===== config.mk =====
export PLATFORM = sky130hd
export DESIGN_NAME = sc_char_xcvr
export DESIGN_NICKNAME = d
export VERILOG_FILES = /design/src/rtl/scx_pkg.sv /design/src/rtl/scx_tx.sv /design/src/rtl/scx_rx.sv /design/src/rtl/scx_hold.sv /design/src/rtl/sc_char_xcvr.sv
export SDC_FILE = /design/constraint.sdc
export NUM_CORES = 1
export LEC_CHECK = 0
export BUFFER_PORTS_ARGS = -buffer_cell sky130_fd_sc_hd__buf_2
export CORE_MARGIN = 3
export CORE_UTILIZATION = 46
export CTS_BUF_LIST = sky130_fd_sc_hd__clkbuf_2
export DETAILED_ROUTE_END_ITERATION = 8
export GPL_ROUTABILITY_DRIVEN = 0
export PLACE_DENSITY = 0.68
export SLEW_MARGIN = 10
export SYNTH_ARGS = -nofsm -noshare
export SYNTH_HDL_FRONTEND = slang
export SYNTH_SLANG_ARGS = --single-unit

===== constraint.sdc =====
create_clock -name clk -period 5.85 [get_ports clk]
set_input_delay 0.8775 -clock clk [delete_from_list [all_inputs] [get_ports clk]]
set_output_delay 0.8775 -clock clk [all_outputs]
set_load 0.02 [all_outputs]

===== src/rtl/scx_pkg.sv =====
package scx_pkg;
  localparam int BYTE_W = 8;
  localparam int FRAME_ETUS = 12;

  typedef enum logic [1:0] {TX_IDLE, TX_SEND, TX_GAP} tx_state_e;
  typedef enum logic {RX_IDLE, RX_RECV} rx_state_e;

  // parity bit that completes the requested sense
  function automatic logic parity_of(input logic [BYTE_W-1:0] d, input logic odd);
    return (^d) ^ odd;
  endfunction

  // logical value of data position k (1..8) in sending order
  function automatic logic pick_bit(input logic [BYTE_W-1:0] d, input logic [3:0] k,
                                    input logic lsb_first);
    logic [3:0] i;
    i = lsb_first ? (k - 4'd1) : (4'd8 - k);
    return d[i[2:0]];
  endfunction
endpackage


===== src/rtl/scx_tx.sv =====
module scx_tx
  import scx_pkg::*;
#(
  parameter int DIV_W   = 12,
  parameter int RETRY_W = 4,
  parameter int GAP_W   = 8
) (
  input  logic               clk,
  input  logic               rst_n,
  input  logic [DIV_W-1:0]   div,
  input  logic [GAP_W-1:0]   guard,
  input  logic [GAP_W-1:0]   turnaround,
  input  logic               lsb_first,
  input  logic               inverse,
  input  logic               odd_parity,
  input  logic [RETRY_W-1:0] retry_lim,
  input  logic               line,
  input  logic               hold_off,
  input  logic               rx_done_tn,
  input  logic               in_valid,
  input  logic [BYTE_W-1:0]  in_data,
  output logic               in_ready,
  output logic               drive_low,
  output logic               sending,
  output logic               err_pulse
);
  localparam logic [3:0] LAST_ETU = 4'(FRAME_ETUS - 1);

  tx_state_e          st;
  logic [DIV_W-1:0]   cyc;
  logic [3:0]         etu;
  logic [GAP_W-1:0]   gap_left;
  logic [BYTE_W-1:0]  byte_q;
  logic [RETRY_W-1:0] tries;
  logic               err_seen, resend;
  logic               etu_end, want_resend, data_bit;

  assign etu_end     = (cyc == div - DIV_W'(1));
  assign want_resend = err_seen && (tries < retry_lim);
  assign in_ready    = (st == TX_IDLE) && !hold_off && !rx_done_tn;
  assign sending     = (st == TX_SEND);

  always_comb begin
    data_bit = 1'b0;
    if (etu >= 4'd1 && etu <= 4'd8) data_bit = pick_bit(byte_q, etu, lsb_first);
    else if (etu == 4'd9)           data_bit = parity_of(byte_q, odd_parity);
  end

  // start bit always low; data level = logical bit xor inverse
  assign drive_low = sending && ((etu == 4'd0) || (etu <= 4'd9 && !(data_bit ^ inverse)));

  always_ff @(posedge clk or negedge rst_n) begin
    if (!rst_n) begin
      st <= TX_IDLE; cyc <= '0; etu <= '0; gap_left <= '0; byte_q <= '0;
      tries <= '0; err_seen <= 1'b0; resend <= 1'b0; err_pulse <= 1'b0;
    end else begin
      err_pulse <= 1'b0;
      case (st)
        TX_IDLE: begin
          if (in_valid && in_ready) begin
            byte_q <= in_data; tries <= '0; err_seen <= 1'b0;
            cyc <= '0; etu <= '0; st <= TX_SEND;
          end else if (rx_done_tn && turnaround != '0) begin
            gap_left <= turnaround; cyc <= '0; resend <= 1'b0; st <= TX_GAP;
          end
        end
        TX_SEND: begin
          if (etu == LAST_ETU && cyc == '0 && !line) begin
            err_seen <= 1'b1; err_pulse <= 1'b1;
          end
          if (!etu_end) cyc <= cyc + DIV_W'(1);
          else begin
            cyc <= '0;
            if (etu != LAST_ETU) etu <= etu + 4'd1;
            else begin
              resend <= want_resend;
              if (want_resend) tries <= tries + RETRY_W'(1);
              if (guard != '0) begin
                gap_left <= guard; st <= TX_GAP;
              end else if (want_resend) begin
                etu <= '0; err_seen <= 1'b0;
              end else st <= TX_IDLE;
            end
          end
        end
        default: begin
          if (!etu_end) cyc <= cyc + DIV_W'(1);
          else begin
            cyc <= '0;
            if (gap_left != GAP_W'(1)) gap_left <= gap_left - GAP_W'(1);
            else if (resend) begin
              etu <= '0; err_seen <= 1'b0; st <= TX_SEND;
            end else st <= TX_IDLE;
          end
        end
      endcase
    end
  end
endmodule


===== src/rtl/scx_rx.sv =====
module scx_rx
  import scx_pkg::*;
#(
  parameter int DIV_W   = 12,
  parameter int RETRY_W = 4
) (
  input  logic               clk,
  input  logic               rst_n,
  input  logic [DIV_W-1:0]   div,
  input  logic               lsb_first,
  input  logic               inverse,
  input  logic               odd_parity,
  input  logic [RETRY_W-1:0] retry_lim,
  input  logic               enable,
  input  logic               line,
  output logic               busy,
  output logic               drive_low,
  output logic               deliver,
  output logic [BYTE_W-1:0]  data,
  output logic               err_pulse,
  output logic               done
);
  rx_state_e          st;
  logic [DIV_W-1:0]   cyc;
  logic [3:0]         etu;
  logic [BYTE_W-1:0]  sh;
  logic [RETRY_W-1:0] errs;
  logic               bad, signal_err;
  logic [DIV_W-1:0]   half;
  logic               mid, bitv;

  assign half = div >> 1;
  assign mid  = (cyc == half);
  assign bitv = line ^ inverse;
  assign busy = (st == RX_RECV);
  assign data = sh;
  assign drive_low = busy && signal_err &&
                     ((etu == 4'd10 && cyc >= half) || (etu == 4'd11 && cyc < half));

  always_ff @(posedge clk or negedge rst_n) begin
    if (!rst_n) begin
      st <= RX_IDLE; cyc <= '0; etu <= '0; sh <= '0; errs <= '0;
      bad <= 1'b0; signal_err <= 1'b0; deliver <= 1'b0; err_pulse <= 1'b0; done <= 1'b0;
    end else begin
      deliver <= 1'b0; err_pulse <= 1'b0; done <= 1'b0;
      if (st == RX_IDLE) begin
        if (enable && !line) begin
          st <= RX_RECV; cyc <= DIV_W'(1); etu <= '0; bad <= 1'b0; signal_err <= 1'b0;
        end
      end else begin
        if (cyc == div - DIV_W'(1)) begin
          cyc <= '0; etu <= etu + 4'd1;
        end else cyc <= cyc + DIV_W'(1);
        if (mid) begin
          if (etu == 4'd0) begin
            if (line) st <= RX_IDLE;                 // false start
          end else if (etu <= 4'd8) begin
            sh <= lsb_first ? {bitv, sh[7:1]} : {sh[6:0], bitv};
          end else if (etu == 4'd9) begin
            if (bitv != parity_of(sh, odd_parity)) begin
              bad <= 1'b1; err_pulse <= 1'b1;
              if (errs < retry_lim) begin
                signal_err <= 1'b1; errs <= errs + RETRY_W'(1);
              end else errs <= '0;
            end else errs <= '0;
          end else if (etu == 4'd11) begin
            st <= RX_IDLE; done <= 1'b1; deliver <= !bad;
          end
        end
      end
    end
  end
endmodule


===== src/rtl/scx_hold.sv =====
module scx_hold
  import scx_pkg::*;
(
  input  logic              clk,
  input  logic              rst_n,
  input  logic              load,
  input  logic [BYTE_W-1:0] load_data,
  output logic              out_valid,
  output logic [BYTE_W-1:0] out_data,
  input  logic              out_ready
);
  always_ff @(posedge clk or negedge rst_n) begin
    if (!rst_n) begin
      out_valid <= 1'b0; out_data <= '0;
    end else if (load) begin
      out_valid <= 1'b1; out_data <= load_data;     // newest character wins
    end else if (out_ready) out_valid <= 1'b0;
  end
endmodule


===== src/rtl/sc_char_xcvr.sv =====
module sc_char_xcvr
  import scx_pkg::*;
#(
  parameter int DIV_W   = 12,
  parameter int RETRY_W = 4,
  parameter int GAP_W   = 8
) (
  input  logic               clk,
  input  logic               rst_n,
  input  logic               cfg_lsb_first,
  input  logic               cfg_inverse,
  input  logic               cfg_odd_parity,
  input  logic               cfg_loopback,
  input  logic               cfg_force_low,
  input  logic [DIV_W-1:0]   cfg_rx_div,
  input  logic [DIV_W-1:0]   cfg_tx_div,
  input  logic [RETRY_W-1:0] cfg_rx_retry,
  input  logic [RETRY_W-1:0] cfg_tx_retry,
  input  logic [GAP_W-1:0]   cfg_guard,
  input  logic [GAP_W-1:0]   cfg_turnaround,
  input  logic               tx_valid,
  output logic               tx_ready,
  input  logic [7:0]         tx_data,
  output logic               rx_valid,
  input  logic               rx_ready,
  output logic [7:0]         rx_data,
  output logic               rx_parity_err,
  output logic               tx_parity_err,
  input  logic               io_in,
  output logic               io_oe
);
  logic tx_drive, rx_drive, tx_sending, rx_busy, rx_done, rx_deliver, line;
  logic [BYTE_W-1:0] rx_byte;

  assign line  = cfg_loopback ? ~(tx_drive | rx_drive | cfg_force_low) : io_in;
  assign io_oe = cfg_force_low | (~cfg_loopback & (tx_drive | rx_drive));

  scx_tx #(.DIV_W(DIV_W), .RETRY_W(RETRY_W), .GAP_W(GAP_W)) u_tx (
    .clk(clk), .rst_n(rst_n), .div(cfg_tx_div), .guard(cfg_guard),
    .turnaround(cfg_turnaround), .lsb_first(cfg_lsb_first), .inverse(cfg_inverse),
    .odd_parity(cfg_odd_parity), .retry_lim(cfg_tx_retry), .line(line),
    .hold_off(rx_busy & ~cfg_loopback), .rx_done_tn(rx_done & ~cfg_loopback),
    .in_valid(tx_valid), .in_data(tx_data), .in_ready(tx_ready),
    .drive_low(tx_drive), .sending(tx_sending), .err_pulse(tx_parity_err));

  scx_rx #(.DIV_W(DIV_W), .RETRY_W(RETRY_W)) u_rx (
    .clk(clk), .rst_n(rst_n), .div(cfg_rx_div), .lsb_first(cfg_lsb_first),
    .inverse(cfg_inverse), .odd_parity(cfg_odd_parity), .retry_lim(cfg_rx_retry),
    .enable(cfg_loopback | ~tx_sending), .line(line), .busy(rx_busy),
    .drive_low(rx_drive), .deliver(rx_deliver), .data(rx_byte),
    .err_pulse(rx_parity_err), .done(rx_done));

  scx_hold u_hold (
    .clk(clk), .rst_n(rst_n), .load(rx_deliver), .load_data(rx_byte),
    .out_valid(rx_valid), .out_data(rx_data), .out_ready(rx_ready));
endmodule


==> report_table.html <==
<table>
<tr><th>Metric</th><th>Value</th></tr>
<tr><th colspan="2">Placed design</th></tr>
<tr><td>I/O Buffers</td><td>78</td></tr>
<tr><td>Post-placement cell area</td><td>around 0.0067 mm²</td></tr>
<tr><td>DP HPWL</td><td>~10 mm</td></tr>
<tr><td>Place WS</td><td>around 1.7 ns</td></tr>
<tr><th colspan="2">Floorplan</th></tr>
<tr><td>Initial Util</td><td>47.9%</td></tr>
<tr><td>Core Area</td><td>0.0129 mm²</td></tr>
<tr><td>Vertical die dimension</td><td>122 µm</td></tr>
<tr><td>Width of the die</td><td>roughly 120 µm</td></tr>
<tr><td>I/O pin total</td><td>approximately 80</td></tr>
<tr><td>Number of placement rows</td><td>roughly 40</td></tr>
<tr><td>Total die area</td><td>0.0148 mm²</td></tr>
<tr><th colspan="2">Detailed routing</th></tr>
<tr><td>DR pass1 iterations</td><td>5</td></tr>
<tr><td>Initial detailed-routing violation count</td><td>339</td></tr>
<tr><td>Aggregate routed wire length</td><td>between 10 and 15 mm</td></tr>
<tr><td>Remaining routing DRC violations</td><td>0</td></tr>
<tr><td>Routed via count</td><td>5,348</td></tr>
<tr><td>Post-detailed-route count of antenna-violating nets</td><td>0</td></tr>
<tr><td>Vias per Instance</td><td>5.64</td></tr>
<tr><td>WL per Instance</td><td>14.3 µm</td></tr>
<tr><th colspan="2">Power</th></tr>
<tr><td>Switching part of the total</td><td>between 40% and 50%</td></tr>
<tr><td>Net switching power</td><td>0.747 mW</td></tr>
<tr><td>Logic pwr share</td><td>39.8%</td></tr>
<tr><td>Peak supply drop</td><td>about 0.17 mV</td></tr>
<tr><td>Power per standard cell area</td><td>274 mW/mm²</td></tr>
<tr><td>Leak</td><td>3.19 nW</td></tr>
<tr><td>Internal Power</td><td>1.11 mW</td></tr>
<tr><td>Power share of the sequential group</td><td>around 46%</td></tr>
<tr><td>Clock share of power</td><td>between 10 and 15%</td></tr>
<tr><th colspan="2">Synth</th></tr>
<tr><td>Syn nets</td><td>808</td></tr>
<tr><td>Area contributors post-synth</td><td>dfrtp_1 (34%), ha_1 (6.7%), xnor2_1 (4.5%), nand2_1 (4.5%), mux2_2 (4.0%)</td></tr>
<tr><td>Instance count of the mapped netlist</td><td>between 700 and 800</td></tr>
<tr><td>EDFF count, synth</td><td>0</td></tr>
<tr><td>Flip-flop cell with the highest count after synthesis</td><td>dfrtp_1</td></tr>
<tr><td>Synthesized area divided by synthesized cell count</td><td>8.70 µm²</td></tr>
<tr><td>Number of distinct library cells after synthesis</td><td>65</td></tr>
<tr><td>Proportion of synthesized flip-flops having asynchronous set or reset</td><td>100%</td></tr>
<tr><td>Area share of the largest cell type after synthesis</td><td>34.1%</td></tr>
<tr><td>Number of synthesized register bits</td><td>84</td></tr>
<tr><td>Cell area after synthesis</td><td>0.00617 mm²</td></tr>
<tr><td>Leading area contributor after synthesis</td><td>dfrtp_1</td></tr>
<tr><td>Yosys synthesis warning count</td><td>0</td></tr>
<tr><td>Proportion of synthesized chip area in sequential cells</td><td>34.1%</td></tr>
<tr><th colspan="2">Setup path</th></tr>
<tr><td>Path depth of the worst reg2reg path</td><td>10</td></tr>
<tr><td>Arrival time reported for the critical path endpoint</td><td>3.58 ns</td></tr>
<tr><td>Library cell contributing the largest single delay on the critical path</td><td>dfrtp_1</td></tr>
<tr><td>Cell breakdown of the critical path</td><td>inv_1, ha_1, mux4_2, mux2i_1, mux2i_1, a32oi_1, mux2_2, a21oi_1, or2_2, buf_2</td></tr>
<tr><td>Dominant delay contributor by cell family on the critical path</td><td>multiplexers</td></tr>
<tr><td>Largest fanout on the critical path</td><td>9</td></tr>
<tr><td>Endpoint kind of the worst setup timing path</td><td>primary output</td></tr>
<tr><td>Sum of buffers and inverters on the critical path</td><td>2</td></tr>
<tr><td>Crit path required time</td><td>4.97 ns</td></tr>
<tr><td>Kind of launch point of the worst setup path</td><td>flop</td></tr>
<tr><td>Delay of the slowest critical-path stage</td><td>approximately 0.6 ns</td></tr>
<tr><td>Most frequent cell on the critical path</td><td>mux2i_1</td></tr>
<tr><td>Critical path class</td><td>reg -&gt; out</td></tr>
<tr><td>Total number of cells along the worst setup path</td><td>10</td></tr>
<tr><th colspan="2">STA</th></tr>
<tr><td>Final sum of negative setup slack</td><td>0 ns</td></tr>
<tr><td>Slew of the pin with the lowest slew margin</td><td>1.13 ns</td></tr>
<tr><td>Worst slew margin relative to its limit</td><td>24.5%</td></tr>
<tr><td>Hold slack final</td><td>0.445 ns</td></tr>
<tr><td>F_max</td><td>0.225 GHz</td></tr>
<tr><td>Count of final setup violators</td><td>0</td></tr>
<tr><td>Final hold vios</td><td>0</td></tr>
<tr><td>Worst-case setup margin in the final layout</td><td>between 1 and 1.5 ns</td></tr>
<tr><td>Final Max Slew Viols</td><td>0</td></tr>
<tr><td>Clock period minus final worst setup slack</td><td>4.45 ns</td></tr>
<tr><td>Post-Route Skew</td><td>roughly 0.020 ns</td></tr>
<tr><td>Fraction of the cycle the final worst path needs</td><td>between 70% and 80%</td></tr>
<tr><td>RSZ-0062 raised after global routing</td><td>false</td></tr>
<tr><th colspan="2">CTS</th></tr>
<tr><td>Number of sinks on the clock net</td><td>84</td></tr>
<tr><td>Number of buffers added by the clock tree synthesis step</td><td>9</td></tr>
<tr><td>CTS tree</td><td>done</td></tr>
<tr><td>CTS H-tree lvls</td><td>3</td></tr>
<tr><td>Clk Tree Root Cell</td><td>clkbuf_2</td></tr>
<tr><td>Clock network latency to the later pin of the worst-skew pair</td><td>~0.56 ns</td></tr>
<tr><td>PostCTS Resize Cnt</td><td>0</td></tr>
<tr><td>Bufs on Longest Clock Path</td><td>2</td></tr>
<tr><td>Buffer count from post-CTS setup fixing</td><td>0</td></tr>
<tr><td>Clk slew on worst S/H paths</td><td>0.24 ns</td></tr>
<tr><td>CTS Hold Bufs</td><td>0</td></tr>
<tr><th colspan="2">Hold path</th></tr>
<tr><td>Type of the worst min-delay path</td><td>in -&gt; async</td></tr>
<tr><th colspan="2">GRT</th></tr>
<tr><td>Global-route congestion overflow total</td><td>0</td></tr>
<tr><td>Largest net degree at the start of global routing</td><td>85</td></tr>
<tr><td>Vias in the first global route</td><td>5,075</td></tr>
<tr><td>Tot GR Track Use</td><td>19.0%</td></tr>
<tr><td>First-pass GRT wire length</td><td>around 23 mm</td></tr>
<tr><td>Number of antenna violations at the first check in global routing</td><td>0</td></tr>
<tr><th colspan="2">Layout</th></tr>
<tr><td>Share of final-layout standard cells stronger than drive strength 1</td><td>16.9%</td></tr>
<tr><td>Design area</td><td>0.00676 mm²</td></tr>
<tr><td>Diode count</td><td>0</td></tr>
<tr><td>Final layout net count</td><td>870</td></tr>
<tr><td>Most frequent cells in the layout</td><td>dfrtp_1 (84), buf_2 (77), nand2_1 (74), nor2_1 (52)</td></tr>
<tr><td>Commonest non-fill, non-tap cell in the layout</td><td>dfrtp_1</td></tr>
<tr><td>Area growth from synthesis to layout</td><td>9.57%</td></tr>
<tr><th colspan="2">Job</th></tr>
<tr><td>Max-capacitance violation count</td><td>0</td></tr>
<tr><th colspan="2">Run status</th></tr>
<tr><td>Status</td><td>finished clean</td></tr>
</table>
-- path summary, 6_finish.rpt --
check                            startpoint             end  slack [ns]
worst min register to register     u_rx.bad    u_rx.deliver        0.45
worst max register to register  u_tx.etu[0]    u_rx.cyc[11]        2.19
worst max-delay path            u_tx.etu[0]           io_oe        1.40
worst min-delay path                  rst_n  u_tx.byte_q[5]        0.44
min in group clk                   u_rx.bad    u_rx.deliver        0.45
max in group asynchronous             rst_n     u_rx.cyc[2]        4.69
-- stage by stage --
step           power [mW]  instances  utilization (%)
4_1_cts              1.86        948             52.5
6_report             1.85        948             52.5
5_1_grt              2.01        948             52.5
3_5_place_dp         1.60        932             51.8
3_3_place_gp         1.56        932             51.8
2_1_floorplan        1.41        709                -
-- metal layers --
| metal | GRT usage [%] | up-vias | part of all wire (%) |
|---|---|---|---|
| li1 | - | 2649 | - |
| met1 | 25.3 | 2568 | 45 |
| met2 | 32.7 | 120 | 50 |
| met3 | 3.39 | 11 | 3.9 |
| met4 | 3.85 | 0 | 0.91 |
| met5 | 0 | - | 0 |
-- synth_stat cells, types with 8 or more instances --
library cell and count:
dfrtp_1 84, nand2_1 74, nor2_1 52, inv_1 46
o21ai_0 46, nand3_1 39, ha_1 33, xnor2_1 32
mux2_2 22, xor2_1 22, mux2i_1 21, a21oi_1 20
clkbuf_1 20, nor3_1 19, nand2b_1 17, and3_1 12
nor2b_1 11, a22o_1 9, nand4_1 9, nor4_1 9
o21a_1 8
-- power by group through the flow --
stage | combinational (mW) | sequential (mW) | clock (mW)
after floorplan | 0.631 | 0.780 | 0
after global placement | 0.707 | 0.852 | 0
after detailed placement | 0.737 | 0.860 | 0
after CTS | 0.741 | 0.849 | 0.274
after global routing | 0.831 | 0.876 | 0.298
final | 0.737 | 0.850 | 0.266
-- area by class of cell --
type / count / area [µm²]
fillers: 1231 / 6120
multi-input cells: 552 / 3790
flip-flops and latches: 84 / 2100
repair buffers: 78 / 393
well taps: 172 / 215
inverters: 46 / 173
clock buffers: 9 / 45.0
clock inverters: 7 / 43.8
-- state kept, by name (all words and copies together) (netlist names), 2 cells and up --
name	count
u_hold.out_data	8
u_rx.cyc	12
u_rx.data	8
u_rx.errs	4
u_rx.etu	4
u_tx.byte_q	8
u_tx.cyc	12
u_tx.etu	4
u_tx.gap_left	8
u_tx.st	2
u_tx.tries	4
-- kinds of logic after synthesis --
kind of cell	count (synthesis)	share of synthesized area (%)
xor gates and xnor gates	55	8.03
and+or+nand+nor	281	23.2
AOI/OAI and AO/OA	136	14.6
buffers and inverters	73	4.52
muxes	47	8.88
DFF	84	34.1
adders and majority gates	33	6.69
No activity file was read; power rests on OpenSTA's default activity.
